<file path="src/rtl/manch_pkg.sv">
package manch_pkg;

  typedef enum logic [1:0] {
    ST_IDLE  = 2'd0,
    ST_PRE   = 2'd1,
    ST_START = 2'd2,
    ST_DATA  = 2'd3
  } tx_state_t;

  typedef enum logic [1:0] {
    PAT_ONES  = 2'b00,
    PAT_ZEROS = 2'b01,
    PAT_ZO    = 2'b10,
    PAT_OZ    = 2'b11
  } pre_pat_t;

  // Line level for one half of a coded bit. First half carries the bit,
  // second half its complement; the polarity bit flips both.
  function automatic logic half_level(input logic bit_val,
                                      input logic second_half,
                                      input logic inv);
    return bit_val ^ second_half ^ inv;
  endfunction

endpackage

</file>
<file path="src/rtl/manch_half_timer.sv">
module manch_half_timer #(
  parameter int HALF_DIV = 4
) (
  input  logic clk,
  input  logic rst_n,
  input  logic run,
  input  logic restart,
  output logic half_tick
);

  generate
    if (HALF_DIV <= 1) begin : g_nodiv
      logic unused_in;
      assign unused_in = clk ^ rst_n ^ restart;
      assign half_tick = run;
    end else begin : g_div
      localparam int CW = $clog2(HALF_DIV);
      localparam logic [CW-1:0] LAST = CW'(HALF_DIV - 1);

      logic [CW-1:0] cnt_q;
      logic [CW-1:0] cnt_d;

      always_comb begin
        cnt_d = cnt_q;
        if (restart) begin
          cnt_d = '0;
        end else if (run) begin
          cnt_d = (cnt_q == LAST) ? '0 : cnt_q + 1'b1;
        end
      end

      always_ff @(posedge clk or negedge rst_n) begin
        if (!rst_n) begin
          cnt_q <= '0;
        end else begin
          cnt_q <= cnt_d;
        end
      end

      assign half_tick = run && (cnt_q == LAST);
    end
  endgenerate

endmodule

</file>
<file path="src/rtl/manch_pre_pattern.sv">
module manch_pre_pattern
  import manch_pkg::*;
(
  input  logic [1:0] pat,
  input  logic       odd_idx,
  output logic       pat_bit
);

  always_comb begin
    case (pre_pat_t'(pat))
      PAT_ONES:  pat_bit = 1'b1;
      PAT_ZEROS: pat_bit = 1'b0;
      PAT_ZO:    pat_bit = odd_idx;
      PAT_OZ:    pat_bit = ~odd_idx;
      default:   pat_bit = 1'b0;
    endcase
  end

endmodule

</file>
<file path="src/rtl/manch_frame_seq.sv">
module manch_frame_seq
  import manch_pkg::*;
#(
  parameter int DATA_W = 8,
  parameter int PRE_W  = 4
) (
  input  logic              clk,
  input  logic              rst_n,
  input  logic              accept,
  input  logic [DATA_W-1:0] in_data,
  input  logic [PRE_W-1:0]  in_plen,
  input  logic [1:0]        in_pat,
  input  logic              in_pol,
  input  logic              half_tick,
  output logic              busy,
  output logic              line
);

  localparam int DW_LOG = (DATA_W > 1) ? $clog2(DATA_W) : 1;
  localparam int CNT_W  = (PRE_W > DW_LOG) ? PRE_W : DW_LOG;
  localparam logic [CNT_W-1:0] LAST_DATA = CNT_W'(DATA_W - 1);

  tx_state_t         st_q, st_d;
  logic [CNT_W-1:0]  cnt_q, cnt_d;
  logic              half_q, half_d;
  logic [DATA_W-1:0] sh_q, sh_d;
  logic [PRE_W-1:0]  plen_q, plen_d;
  logic [1:0]        pat_q, pat_d;
  logic              pol_q, pol_d;
  logic              line_q, line_d;

  logic [1:0]        pre_par;
  logic              pre_first;
  logic              pre_cur;
  logic              pre_nxt;
  logic              cur_bit;
  logic              nxt_bit;
  logic [CNT_W-1:0]  plen_last;

  // Pattern bit for even and odd preamble positions of the captured pattern
  generate
    for (genvar p = 0; p < 2; p++) begin : g_par
      manch_pre_pattern u_pat (
        .pat     (pat_q),
        .odd_idx (1'(p)),
        .pat_bit (pre_par[p])
      );
    end
  endgenerate

  // First preamble bit from the live inputs, used on the acceptance edge
  manch_pre_pattern u_pat_first (
    .pat     (in_pat),
    .odd_idx (1'b0),
    .pat_bit (pre_first)
  );

  assign pre_cur   = pre_par[cnt_q[0]];
  assign pre_nxt   = pre_par[~cnt_q[0]];
  assign plen_last = CNT_W'(plen_q) - CNT_W'(1);

  always_comb begin
    case (st_q)
      ST_PRE:  cur_bit = pre_cur;
      ST_DATA: cur_bit = sh_q[0];
      default: cur_bit = 1'b0;
    endcase
  end

  always_comb begin
    st_d    = st_q;
    cnt_d   = cnt_q;
    half_d  = half_q;
    sh_d    = sh_q;
    plen_d  = plen_q;
    pat_d   = pat_q;
    pol_d   = pol_q;
    line_d  = line_q;
    nxt_bit = 1'b0;

    if (st_q == ST_IDLE) begin
      line_d = ~in_pol;
      if (accept) begin
        plen_d = in_plen;
        pat_d  = in_pat;
        pol_d  = in_pol;
        sh_d   = in_data;
        cnt_d  = '0;
        half_d = 1'b0;
        if (in_plen != '0) begin
          st_d   = ST_PRE;
          line_d = half_level(pre_first, 1'b0, in_pol);
        end else begin
          st_d   = ST_START;
          line_d = half_level(1'b0, 1'b0, in_pol);
        end
      end
    end else if (half_tick) begin
      if (!half_q) begin
        half_d = 1'b1;
        line_d = half_level(cur_bit, 1'b1, pol_q);
      end else begin
        half_d = 1'b0;
        case (st_q)
          ST_PRE: begin
            if (cnt_q == plen_last) begin
              st_d    = ST_START;
              cnt_d   = '0;
              nxt_bit = 1'b0;
            end else begin
              cnt_d   = cnt_q + 1'b1;
              nxt_bit = pre_nxt;
            end
          end
          ST_START: begin
            st_d    = ST_DATA;
            cnt_d   = '0;
            nxt_bit = sh_q[0];
          end
          default: begin
            sh_d = sh_q >> 1;
            if (cnt_q == LAST_DATA) begin
              st_d = ST_IDLE;
            end else begin
              cnt_d   = cnt_q + 1'b1;
              nxt_bit = sh_q[1];
            end
          end
        endcase
        line_d = (st_d == ST_IDLE) ? ~in_pol : half_level(nxt_bit, 1'b0, pol_q);
      end
    end
  end

  always_ff @(posedge clk or negedge rst_n) begin
    if (!rst_n) begin
      st_q   <= ST_IDLE;
      cnt_q  <= '0;
      half_q <= 1'b0;
      sh_q   <= '0;
      plen_q <= '0;
      pat_q  <= '0;
      pol_q  <= 1'b0;
      line_q <= 1'b1;
    end else begin
      st_q   <= st_d;
      cnt_q  <= cnt_d;
      half_q <= half_d;
      sh_q   <= sh_d;
      plen_q <= plen_d;
      pat_q  <= pat_d;
      pol_q  <= pol_d;
      line_q <= line_d;
    end
  end

  assign busy = (st_q != ST_IDLE);
  assign line = line_q;

endmodule

</file>
<file path="src/rtl/manch_tx.sv">
module manch_tx #(
  parameter int DATA_W   = 8,
  parameter int PRE_W    = 4,
  parameter int HALF_DIV = 4
) (
  input  logic              clk,
  input  logic              rst_n,
  input  logic [DATA_W-1:0] tx_data,
  input  logic              tx_valid,
  output logic              tx_ready,
  input  logic [PRE_W-1:0]  pre_len,
  input  logic [1:0]        pre_sel,
  input  logic              pol_inv,
  output logic              line_out,
  output logic              busy
);

  logic accept;
  logic half_tick;
  logic busy_int;

  assign tx_ready = ~busy_int;
  assign accept   = tx_valid & ~busy_int;
  assign busy     = busy_int;

  manch_half_timer #(
    .HALF_DIV (HALF_DIV)
  ) u_timer (
    .clk       (clk),
    .rst_n     (rst_n),
    .run       (busy_int),
    .restart   (accept),
    .half_tick (half_tick)
  );

  manch_frame_seq #(
    .DATA_W (DATA_W),
    .PRE_W  (PRE_W)
  ) u_seq (
    .clk       (clk),
    .rst_n     (rst_n),
    .accept    (accept),
    .in_data   (tx_data),
    .in_plen   (pre_len),
    .in_pat    (pre_sel),
    .in_pol    (pol_inv),
    .half_tick (half_tick),
    .busy      (busy_int),
    .line      (line_out)
  );

endmodule

</file>
<file path="config.mk">
export PLATFORM = sky130hd
export DESIGN_NAME = manch_tx
export DESIGN_NICKNAME = d
export VERILOG_FILES = /design/src/rtl/manch_pkg.sv /design/src/rtl/manch_half_timer.sv /design/src/rtl/manch_pre_pattern.sv /design/src/rtl/manch_frame_seq.sv /design/src/rtl/manch_tx.sv
export SDC_FILE = /design/constraint.sdc
export NUM_CORES = 1
export LEC_CHECK = 0
export BUFFER_PORTS_ARGS = -buffer_cell sky130_fd_sc_hd__buf_2
export CAP_MARGIN = 20
export CORE_MARGIN = 4
export CORE_UTILIZATION = 30
export DETAILED_ROUTE_END_ITERATION = 8
export RECOVER_POWER = 100
export SETUP_SLACK_MARGIN = 0.02
export SLEW_MARGIN = 30
export SYNTH_ARGS = -nofsm -noshare
export SYNTH_HDL_FRONTEND = slang
export SYNTH_SLANG_ARGS = --single-unit
</file>
<file path="constraint.sdc">
create_clock -name clk -period 2.9 [get_ports clk]
set_clock_uncertainty 0.15 [all_clocks]
set_input_delay 0.58 -clock clk [delete_from_list [all_inputs] [get_ports clk]]
set_output_delay 0.58 -clock clk [all_outputs]
set_load 0.01 [all_outputs]
</file>
After elaboration in Yosys (flattened, before gate mapping). Index checks and enable logic that the tools add are counted.

Add/subtract/negate cells: 3. Order comparisons: 2. Equality and inequality tests: 15. Multiplexer cells: 50. Bitwise logic cells: 8. Reduce and logical (&&, ||, !) cells: 22.

Operators by type and width (number): two-way mux 8 bit (5); two-way mux 2 bit (13); two-way mux 4 bit (6); two-way mux 1 bit (19); equality test 2 bit, second input constant (7); OR reduction 2 bit (7); one-hot mux 1 bit (2 select lines) (5); zero test 2 bit (4); one-hot mux 4 bit (2 select lines) (1); AND reduction 4 bit (2); nonzero test 2 bit (4); equality test 2 x 1 -> 1 bit, second input constant (3); adder 4 x 1 -> 4 bit, second input constant (1); equality test 4 x 3 -> 1 bit, second input constant (1); equality test 4 bit (1); less-than comparator 1 x 2 -> 1 bit, second input constant (2); != test 4 x 3 -> 1 bit, second input constant (1); inverter 1 bit (4); one-hot mux 2 bit (2 select lines) (1); AND reduction 2 bit (2); nonzero test 4 bit (1); subtractor 4 x 1 -> 4 bit, second input constant (1); AND reduction 3 bit (1); bitwise XOR 1 bit (3); 5 further kinds (5).

Bits in registers: 25. Input bits: 18.

Longest topological paths before layout. Gate-level depths: netlist of the first run.

Word-level depth: 15. Mapped depth: 9. Gate-level depth less buffers: 8.

Cells and area by module. From an unflattened synthesis of the first run, not the netlist that was laid out.

Cells, all modules: 157. Area total of the unflattened synthesis: 1575.3 um^2.

Modules (own cells, without submodules): manch_frame_seq (instances 1, cells an instance 140, area each 1391.3 um^2, sequential area each 576.8 um^2); manch_half_timer (instances 1, cells an instance 9, area each 106.4 um^2, sequential area each 50.0 um^2); manch_pre_pattern (instances 3, cells an instance 2, area each 22.5 um^2, sequential area each 0.0 um^2); manch_tx (instances 1, cells an instance 2, area each 10.0 um^2, sequential area each 0.0 um^2).

Least setup slack after synthesis of the first run. No wires, ideal clock.

Kind: register to register. Start: register u_seq.st_q[0]. End: register u_seq.sh_q[5]. Setup time: 0.077 ns. Arrival time: 1.952 ns. Data required time: 2.673 ns. Path slack: 0.721 ns. Stages on the path, launching flop included: 10. Path buffers: 2. Clock period less this slack: 2.179 ns. Cell sequence: dfrtp_1 inv_1 ha_1 nand2_1 o21ai_1 nor2b_1 clkbuf_1 buf_2 nor2_1 a21oi_1.

Longest elaborated chain between the ends: 5. Elaborated cells between the ends (all ways): 14. Those cells by class: eq/ne (4); mux (1); bitwise (2); reduce/logical (7).

Ends and longest elaborated chain: start, declared (line manch_frame_seq.sv:23) `tx_state_t st_q, st_d;`; start signal, assigned (line manch_frame_seq.sv:146) `st_q <= st_d;`; nonzero test 2 bit (line manch_frame_seq.sv:157) `assign busy = (st_q != ST_IDLE);`; inverter 1 bit; net tx_ready (line manch_tx.sv:10) `output logic tx_ready,`; AND 1 bit (line manch_tx.sv:23) `assign accept = tx_valid & ~busy_int;`; != test 2 bit (no source line); AND reduction 4 bit (no source line); end signal, assigned (line manch_frame_seq.sv:140) `sh_q <= '0;`; end signal, assigned (line manch_frame_seq.sv:149) `sh_q <= sh_d;`; end, declared (line manch_frame_seq.sv:26) `logic [DATA_W-1:0] sh_q, sh_d;`.

The timed path passes the listed nets, and every way through them passes these cells. A chain may end at the register's enable or synchronous reset.

Worst setup path after layout of the first run.
Start: register u_seq.st_q[1]. End: output port busy.

Longest elaborated chain between the ends: 1.

Ends and longest elaborated chain: nonzero test 2 bit (line manch_frame_seq.sv:157); end, declared (line manch_tx.sv:15) `output logic busy`.

Every way passes these cells.

==> metrics list, run 1 <==
- Summing the areas of all compound-gate instances in the mapped netlist gives 15.8% of the synthesized area.
* Tightest slew margin relative to the limit: 7.18%
* Vias/cell: 4.82
- The synthesized design contains 25 register bits.
- First-pass GRT wire length: 5970 um
- Count of cells along the worst register-to-register path: 8
- Counting instances, the worst hold path has a depth of 1.
- Of all cell types, the one taking the most synthesized area is dfrtp_1.
* Count of warnings emitted by yosys: 0
* Period utilization: 90.5%
- The worst setup path is captured at an output port.
* Post-route standard cell area excluding fillers: 1800 um2
* Top post-synthesis cells by area: dfrtp_1, ha_1, mux2_2
* P_leak: 0.789 nW
- Total of buffers placed on input and output ports: 20
- Post-CTS setup repair buffer count: 0
- Worst-Skew Late Latency: 0.27 ns
* TritonCTS sink count: 25
* Final non-filler cell total: 259
- 21 I/O pins were placed.
- Setup violations remaining at the end of the flow were counted as 0.
- Entering global routing, the biggest net connects 26 pins.
* Area used by sequential logic in the layout: 627 um2
* Syn Inst Count: 167
- Average detailed-routed wire length per instance: 13.1 um
- Counting the fill cells in the layout gives 532.
* Growth of design area from synthesis to finish: 13.9%
- Power per Cell Area: 1130 nW/um2
- Sequential element share of the synthesized area: 39.6%
* Number of failing hold endpoints at the final stage: 0
- Number of antenna violations at the first check in global routing: 0
* Post-CTS resize count: 0
- The number of different library cells used by synthesis comes to 48.
* Post-route ant nets: 0
- STA classifies the critical path startpoint as a flip-flop.
- Number of search-and-repair iterations in the first detailed-routing pass: 4
- Number of enable-type register cells in the synthesized netlist: 0
- Post-Syn Area: 1580 um2
- Of all nets on the critical path, the largest fanout is 10.
- Fraction of the core area covered by cells at the end of the flow: 35.3%
* Achievable clock frequency: 381 MHz
* WHS: 0.367 ns
- At the end of routability-driven placement, the weighted congestion stood at 0.849.
- The endpoint identified for the worst register-to-register timing path is u_seq.sh_q[2].
- Dominant combinational cell family by area after synthesis: simple AND/OR/NAND/NOR gates
* Fraction of final layout cells sized beyond drive strength 1: 18.0%
- Setup slack after layout: 0.276 ns
* CTS tree: built
- Across the run, the number of max-cap violations was 0.
- The repair_antennas step left the layout with diodes totalling 0.
- Register clock-pin slew on the reported worst setup and hold paths: 0.09 ns
- The portion of synthesized area spent on multiplexers is 10.1%.
- The initial utilization of the core area, before any placement, comes to 31.0%.
- Chip width: 80.6 um
- Area used by multi-input combinational logic: 883 um2
* Synthesized netlist net count: 194
- The floorplan has 26 rows.
- In this run the critical register-to-register path is launched from u_seq.st_q[1].
- In this run the register-to-register setup slack is 0.46 ns.
* Root Buffer: clkbuf_8
* Run status: finished, final reports clean
- Final Slew Violations: 0
* Max Buffers Root-to-Sink: 2
- At the end of the flow, the number of nets in the layout was 217.
- Hold buffers post-CTS: 0
- Syn avg cell area: 9.47 um2
* Post-synthesis adder-cell area fraction: 7.12%
* Violation count after the first detailed-route iteration: 35
- Startpoint of the worst hold path: u_timer.g_div.cnt_q[1]
- The design draws 2.03 mW.
- Summing the areas of all and, or, nand and nor instances in the mapped netlist gives 16.6% of the synthesized area.
- In this run the number of H-tree levels came out at 1.
- The via count of the first global-routing pass came to 1264.
- The critical path in this run is classified as reg -> out.
* Worst-margin pin slew: 1.39 ns
* Die ar.: 6500 um2
- Arrival @ worst endpoint: 1.89 ns
- Post-detailed-routing wire length: 3400 um
- After detailed placement, the total cell area comes to 1780 um2.
- Highest ir drop seen on vdd: 0.545 mV
- After global routing the overflow that remains totals 0.
* Detail Placement HPWL: 2610 um
* Die height: 80.6 um
* Area inside the core boundary: 5110 um2
* Area share of the leading cell type in the synthesized netlist: 38.0%
- Detailed-route DRC error count: 0
- Asr flop ratio synth: 100%
- Setup repair after global routing left no endpoint under its margin.
- For the finished layout, the period the worst path requires is 2.62 ns.
* Number of buffers inserted during clock tree synthesis: 3
- Dominant synthesized flop cell: dfrtp_1
- The path with the worst hold slack has its endpoint at u_timer.g_div.cnt_q[1].
- Global-route usage over all layers: 11.8%
- Prior to clock tree synthesis, the placed netlist has a worst setup slack of 0.462 ns.
- Vias: 1248
- The tightest min-delay check is of the reg -> reg type.
- Share of the synthesized netlist area taken by xor and xnor gates: 6.49%
* Post-placement cell count: 255
- CP required: 2.17 ns
* Setup TNS: 0 ns
## kinds of logic (layout without fill, tap and decap cells)
family	count (synthesis)	count (layout)
compound gates	38	38
xor+xnor	10	10
fa+ha+maj	9	9
buf+inv	17	39
flops	25	25
mux	15	15
simple gates	53	53
## worst max-delay path: stages (launching register included)
cell      delay (ns)
dfrtp_1         0.46
inv_1           0.11
ha_1            0.47
clkbuf_1        0.34
inv_1           0.10
clkbuf_1        0.14
## routing by layer
metal | GRT usage [%] | routed length, um | vias up | share of wire (%)
met1 | 15.6 | 1680 | 594 | 49
met3 | 1.57 | 58 | 5 | 1.7
met5 | 0 | 0 | - | 0
met2 | 19.6 | 1610 | 13 | 47
met4 | 4.22 | 49 | 0 | 1.4
li1 | - | - | 636 | -
## synthesized netlist by cell type, drive strengths merged, types with 3 or more instances
library cell,n
inv,10
mux2,8
nand2,16
a21oi,9
buf,3
nor3b,3
nor3,4
o21ai,9
nor2,15
o22ai,3
nand3,4
xnor2,7
mux2i,7
clkbuf,4
ha,9
dfrtp,24
## layout by cell type, fill, tap and decap left out, types with 6 or more instances in the layout
master and instances:
dfrtp_1 24, ha_1 9, nand2_1 15, a21oi_1 9
xnor2_1 7, o21ai_0 7, inv_1 10, buf_2 17
mux2_2 7, nor2_1 15, clkbuf_1 6, mux2i_1 7
## how the worst max path moves through the flow
stage / start / to / slack (ns) / cells after the start
3_5_place_dp: pre_len[1] / u_seq.line / 0.46 / 7
6_report: u_seq.st_q[1] / busy / 0.28 / 5
3_3_place_gp: pre_len[1] / u_seq.line / 0.47 / 7
5_1_grt: u_seq.st_q[0] / busy / 0.11 / 5
2_1_floorplan: u_seq.st_q[0] / u_seq.sh_q[5] / 0.72 / 9
4_1_cts: u_seq.st_q[0] / busy / 0.38 / 5
## flip-flops by register name, summed over array words and instances (netlist names)
register,cells
u_seq.sh_q,8
u_seq.cnt_q,4
u_seq.plen_q,4
u_seq.pat_q,2
u_seq.st_q,2
u_timer.g_div.cnt_q,2
u_seq.half_q,1
u_seq.line,1
u_seq.pol_q,1
## power by group
| part | total [mW] | switching [mW] | leakage [nW] | internal, mW |
|---|---|---|---|---|
| Combinational | 1.14 | 0.596 | 0.467 | 0.543 |
| Clock | 0.214 | 0.117 | 0.0255 | 0.0964 |
| Sequential | 0.681 | 0.164 | 0.297 | 0.518 |
| Total | 2.03 | 0.877 | 0.789 | 1.16 |
## final cells by class
| cell class | instances | share of cell area, % |
|---|---|---|
| clock inverters | 1 | 0.278 |
| flip-flops and latches | 25 | 34.8 |
| well taps | 70 | 4.86 |
| repair buffers | 25 | 6.67 |
| inverters | 10 | 2.08 |
| multi-input cells | 125 | 49.0 |
| clock buffers | 3 | 2.29 |
Power figures use the tool's default switching activity.
==> run 2: changes to the inputs <==
- CELL_PAD_IN_SITES_DETAIL_PLACEMENT: default -> 1
- CELL_PAD_IN_SITES_GLOBAL_PLACEMENT: default -> 2
- PLACE_DENSITY_LB_ADDON: default -> 0.1
==> run 2 against run 1 <==
Global-route usage up 0.50 points; total power up 1.6%; worst setup slack better by 0.041 ns; die area unchanged; largest cell class unchanged; first-iteration DRC count up 17%; register-to-register slack worse by 0.09 ns; final area down 0.42%; via count up 3.3%.
==> metrics list, run 2 (synthesis results as in run 1) <==
- The flow ran to the end, and the final reports show no timing, DRC or antenna violations.
* CP max-delay cell: clkbuf_2
* CTS tree: built
- Achievable clock frequency: 387 MHz (+1.6%)
- Number of antenna violations at the first check in global routing: 0 (unchanged)
- The maximum vdd drop is 0.328 mV (-40%).
* Period utilization: 89.1% (-1.4 points)
- Post-CTS setup repair buffer count: 0 (unchanged)
* Crit path largest cell delay: 0.46 ns (about the same)
- The tightest min-delay check is of the reg -> reg type.
- Final Slew Violations: 0 (unchanged)
- The number of top-level design ports came to 21 (unchanged).
* Ordered list of cells on the worst path: inv_1, ha_1, clkbuf_2, clkbuf_1
* Total of buffers placed on input and output ports: 20 (unchanged)
* Final number of setup-violating endpoints: 0 (unchanged)
- Worst-Skew Late Latency: 0.27 ns (about the same)
- Die height: 80.6 um (unchanged)
* Type of element capturing the critical path: output port
- The die area came to 6500 um2 (unchanged).
- The cell sitting at the root of the clock tree is a clkbuf_8.
* Tightest slew margin relative to the limit: 3.15% (-4.0 points)
* Post-route ant nets: 0 (unchanged)
- Chip width: 80.6 um (unchanged)
* Max Buffers Root-to-Sink: 2 (unchanged)
- Register with the most flip-flops: u_seq.sh_q
- Max-Cap Viols: 0 (unchanged)
- The aggregate global routing overflow was 0 (unchanged).
- The number of cells on the worst reg-to-reg path is 8 (unchanged).
* Critical setup path kind: reg -> out
* First-pass GRT wire length: 6220 um (+4.2%)
- The number of detailed-routing iterations run before antenna repair was 4 (unchanged).
* Final Critical Period: 2.58 ns (-0.0407 ns)
* CTS H-tree depth: 1 (unchanged)
- The data required time at the worst endpoint was 2.17 ns (about the same).
- The antenna cell count came to 0 (unchanged).
* Net count reported at finish: 214 (-1.4%)
- The violation count after the first detailed-route iteration is 41 (+17%).
- The vias after detailed routing is 1289 (+3.3%).
- Fraction of final layout cells sized beyond drive strength 1: 18.3% (+0.29 points)
* Core Rows: 26 (unchanged)
- Most used cells in the layout excluding fill and tap cells: dfrtp_1, buf_2, nand2_1, nor2_1, inv_1
* Largest net degree at the start of global routing: 26 (unchanged)
- Setup TNS: 0 ns (unchanged)
* Sum of internal, switching and leakage power: 2.07 mW (+1.6%)
* Maximum fanout encountered on the critical timing path: 16 (+6)
- The leakage power figure was 0.784 nW (-0.67%).
- Final weighted congestion in routability-driven placement: 0.759 (-11%)
- From synthesis to final layout, the design area changed by 13.4%.
- TritonCTS sink count: 25 (unchanged)
* Number of buffers inserted during clock tree synthesis: 3 (unchanged)
- The power per cell area came to 1150 nW/um2 (+2.0%).
- The final routed DRC violation total came to 0 (unchanged).
- Average detailed-routed wire length per instance: 14.8 um (+13%)
* Startpoint type of the worst setup path: flip-flop
* Post-detailed-routing wire length: 3790 um (+11%)
- Hold buffers post-CTS: 0 (unchanged)
- Starting density of the core: 31.0% (unchanged)
- Largest register FFs: 8 (unchanged)
- The number of filler cells placed in the layout was 600 (+13%).
- The global-route usage over all layers is 12.3% (+0.50 points).
- The measured slew at the worst slew-check pin is 1.45 ns (+0.0605 ns).
* Number of failing hold endpoints at the final stage: 0 (unchanged)
* Setup repair after global routing missed its margin: no
* Largest registers: u_seq.sh_q x8, u_seq.cnt_q x4, u_seq.plen_q x4
* Hold-critical path depth: 1 (unchanged)
- The sequential cell area is 627 um2 (unchanged).
- Register clock-pin slew on the reported worst setup and hold paths: 0.09 ns (about the same)
- Vias in the first global route: 1296 (+2.5%)
* Detail Placement HPWL: 2950 um (+13%)
- Vias/cell: 5.04 (+4.5%)
* Area inside the core boundary: 5110 um2 (unchanged)
- The combined area of the multi-input logic cells is 888 um2 (+0.57%).
- Arrival @ worst endpoint: 1.85 ns (-0.04 ns)
- The library cell used most frequently in the layout, excluding fill and tap cells, is dfrtp_1.
* Post-CTS resize count: 0 (unchanged)
==> run 2: path summary, 6_finish.rpt <==
path                                           to  slack (ns)              startpoint
min in group asynchronous          u_seq.cnt_q[1]        0.48                   rst_n
max in group asynchronous           u_seq.sh_q[3]        1.26                   rst_n
setup / recovery                         tx_ready        0.32           u_seq.st_q[0]
hold reg to reg            u_timer.g_div.cnt_q[1]        0.36  u_timer.g_div.cnt_q[1]
setup reg to reg                   u_seq.cnt_q[2]        0.37           u_seq.st_q[0]
hold / removal             u_timer.g_div.cnt_q[1]        0.36  u_timer.g_div.cnt_q[1]
==> run 2: critical path, delay by kind of cell, from the launching register on <==
family | cells | cell delay, ns
fa+ha+maj | 1 | 0.36
flops | 1 | 0.44
buf+inv | 3 | 0.80
==> run 2: layout make-up <==
cell class,instances,area share [%]
repair buffers,22,6.07
inverters,10,2.09
multi-input cells,125,49.5
clock buffers,4,2.51
flip-flops and latches,25,34.9
well taps,70,4.88
==> run 2: metal layers <==
metal | vias to the layer above | global-route usage [%] | part of all wire (%)
met5 | - | 0 | 0
met4 | 0 | 3.04 | 0.90
met3 | 5 | 1.91 | 3.1
met2 | 19 | 20.0 | 46
met1 | 641 | 17.0 | 50
li1 | 624 | - | -
==> run 2: through the flow <==
step	instances	hold slack, ns	worst slack, ns	area (um2)	util [%]
2_1_floorplan	167	0.134	0.721	1580	-
4_1_cts	256	0.176	0.395	1800	35.3
3_3_place_gp	252	0.342	0.357	1760	34.4
6_report	256	0.357	0.316	1790	35.1
3_5_place_dp	252	0.339	0.300	1760	34.4
5_1_grt	256	0.386	0.120	1790	35.1
==> run 2: report_power, final <==
| group | internal, mW | switching [mW] | total [mW] |
|---|---|---|---|
| registers | 0.518 | 0.164 | 0.682 |
| logic | 0.542 | 0.634 | 1.18 |
| clock network | 0.0983 | 0.111 | 0.210 |
==> run 3: changes to the inputs <==
- RECOVER_POWER: 100 -> default
==> run 3 against run 2 <==
Routed wire length increased by 0.13%; hold slack worse by 0.20 ns; register-to-register slack hardly changed; clock-buffer cell count is the same; total power is 0.65% higher; first-iteration DRC count fell by 4.9%; global-route usage unchanged; final cell count did not move.
==> metrics list, run 3 (synthesis results as in run 1) <==
- Register clock-pin slew on the reported worst setup and hold paths: 0.09 ns (about the same)
- CP max-delay cell: dfrtp_1
- Run status: finished, final reports clean
- Commonest non-fill, non-tap cell in the layout: dfrtp_1
- The clock insertion delay at the later pin of the skew report is 0.27 ns (about the same).
* CP required: 2.94 ns (+0.77 ns)
- The total number of placement rows is 26 (unchanged).
- Highest ir drop seen on vdd: 0.332 mV (+1.2%)
- Maximum fanout encountered on the critical timing path: 9 (-7)
* Period utilization: 87.2% (-1.9 points)
* Final Slew Violations: 0 (unchanged)
* Area inside the core boundary: 5110 um2 (unchanged)
* Largest registers: u_seq.sh_q x8, u_seq.cnt_q x4, u_seq.plen_q x4
- Max-Cap Viols: 0 (unchanged)
* Number of search-and-repair iterations in the first detailed-routing pass: 4 (unchanged)
- Switching Power: 0.912 mW (+0.20%)
- Power per Cell Area: 1160 nW/um2 (+0.30%)
- The number of CTS-inserted buffers was 3 (unchanged).
- The number of cells on the worst reg-to-reg path was 8 (unchanged).
- Chip width: 80.6 um (unchanged)
- The violation count after the first detailed-route iteration was 39 (-4.9%).
* Startpoint type of the worst setup path: flip-flop
* Critical register-to-register path endpoint: u_seq.cnt_q[2]
- Type of element capturing the critical path: flip-flop
* P_leak: 0.794 nW (+1.3%)
- The final cell utilization of the core is 35.3% (+0.12 points).
- Classification of the worst-slack hold path: in -> async
- The worst slew slack as a fraction of its limit was 57.0% (+54 points).
- The net switching fraction of the power was 43.8% (-0.19 points).
- The critical path in this run is classified as reg -> reg.
- The via count of the first global-routing pass came to 1296 (unchanged).
- Hold buffers post-CTS: 0 (unchanged)
* Fraction of final layout cells sized beyond drive strength 1: 20.4% (+2.2 points)
- Die ar.: 6500 um2 (unchanged)
- Setup repair after global routing missed its margin: no
* R2R setup slack: 0.37 ns (about the same)
- The final total negative setup slack is 0 ns (unchanged).
- CTS H-tree depth: 1 (unchanged)
- The achievable frequency is 396 MHz (+2.2%).
- Remaining global-route overflow: 0 (unchanged)
- Portion of total power attributed to sequential cells: 32.9% (about the same)
- The initial antenna violation count is 0 (unchanged).
- CTS tree: built
- The share of power burned in the clock network was 10.1% (about the same).
- Detailed-route DRC error count: 0 (unchanged)
- Reg2Reg Launch Point: u_seq.st_q[0]
- The largest net degree at the start of global routing came to 26 (unchanged).
* Growth of design area from synthesis to finish: 13.8%
- The number of top-level design ports was 21 (unchanged).
* Setup slack after layout: 0.372 ns (+0.0556 ns)
- The number of nets in the final layout is 214 (unchanged).
- The cell that appears most often on the critical path is nand2_1.
* Area used by sequential logic in the layout: 627 um2 (unchanged)
* Post-placement worst setup slack: 0.300 ns (unchanged)
- The combinational share of power is 57.0% (about the same).
* Count of inserted antenna diode cells: 0 (unchanged)
* Detail Placement HPWL: 2950 um (unchanged)
- Max Buffers Root-to-Sink: 2 (unchanged)
* Vias: 1285 (-0.31%)
- Final Critical Period: 2.53 ns (-0.0556 ns)
* Most used cells in the layout excluding fill and tap cells: dfrtp_1, buf_2, nand2_1, nor2_1, inv_1
* Largest register FFs: 8 (unchanged)
- Die height: 80.6 um (unchanged)
* Final weighted congestion in routability-driven placement: 0.759 (unchanged)
* Vias/cell: 5.02 (-0.31%)
- The measured slew at the worst slew-check pin is 0.639 ns (-0.814 ns).
* Arrival @ worst endpoint: 2.57 ns (+0.72 ns)
* Number of failing hold endpoints at the final stage: 0 (unchanged)
* Crit path largest cell delay: 0.44 ns (-0.02 ns)
- The number of setup buffers added after CTS came to 0 (unchanged).
- Post-route ant nets: 0 (unchanged)
* Area used by multi-input combinational logic: 888 um2 (unchanged)
- Register with the most flip-flops: u_seq.sh_q
- The number of filler cells placed in the layout is 599 (-0.17%).
* Average detailed-routed wire length per instance: 14.8 um (+0.13%)
- The count of input and output buffers came to 20 (unchanged).
- The final setup violation count is 0 (unchanged).
* Post-CTS resize count: 0 (unchanged)
- The initial core utilization is 31.0% (unchanged).
* Global-route usage over all layers: 12.3% (unchanged)
- Int Pwr: 1.17 mW (+1.0%)
- Post-detailed-routing wire length: 3790 um (+0.13%)
- First-pass GRT wire length: 6220 um (unchanged)
* TritonCTS sink count: 25 (unchanged)
* Ordered list of cells on the worst path: inv_1, ha_1, nand2_1, o21ai_1, o31ai_1, nor2_1, nand2_1, o22ai_1
- Root Buffer: clkbuf_8
run 3: changes by cell type in the layout (fill, tap and decap cells not counted), moves of 2 or more:
cell / before / now
buf_2: 17 / 20
o21ai_0: 7 / 5
clkbuf_1: 4 / 1
o21ai_1: 2 / 4
run 3: worst max path at each step:
stage / cells past startpoint / from / to / slack, ns
after floorplan: 9 / u_seq.st_q[0] / u_seq.sh_q[5] / 0.72
after global placement: 7 / pre_len[1] / u_seq.line / 0.36
after detailed placement: 7 / pre_len[1] / u_seq.line / 0.30
after CTS: 8 / u_seq.st_q[1] / u_seq.cnt_q[2] / 0.40
after global routing: 7 / u_seq.st_q[0] / u_seq.cnt_q[1] / 0.12
final: 8 / u_seq.st_q[0] / u_seq.cnt_q[2] / 0.37
run 3: area by class of cell:
class                      instances  area share [%]
multi-input combinational        125            49.3
sequential                        25            34.8
clock buffer                       4            2.50
tap                               70            4.86
timing repair buffer              22            6.39
inverter                          10            2.08
run 3: power groups by stage:
| stage | Clock [mW] | Sequential, mW | Combinational (mW) |
|---|---|---|---|
| finish | 0.209 | 0.684 | 1.19 |
| detailed placement | 0 | 0.694 | 1.19 |
| floorplan | 0 | 0.627 | 0.953 |
| global route | 0.238 | 0.716 | 1.32 |
| global placement | 0 | 0.684 | 1.16 |
| CTS | 0.223 | 0.686 | 1.20 |
run 3: through the flow:
stage	hold WS (ns)	instances	power [mW]	cell area (um2)
after global placement	0.342	252	1.84	1760
after global routing	0.198	256	2.28	1800
final	0.157	256	2.08	1800
after floorplan	0.134	167	1.58	1580
after CTS	0.176	256	2.11	1800
after detailed placement	0.339	252	1.89	1760
run 3: per-layer routing:
metal  GRT usage (%)  wire length, um  share of wire (%)  up-vias
met5               0                0                  0        -
met4            3.04               34               0.90        0
li1                -                -                  -      623
met1            17.0             1900                 50      639
met3            1.91              108                2.8        5
met2            20.0             1750                 46       18
run 3: critical path: cells and delay by family, from the launching register on:
family,cells,cell delay [ns]
flops,1,0.44
buf+inv,1,0.13
simple gates,3,0.53
compound gates,3,0.84
fa+ha+maj,1,0.35
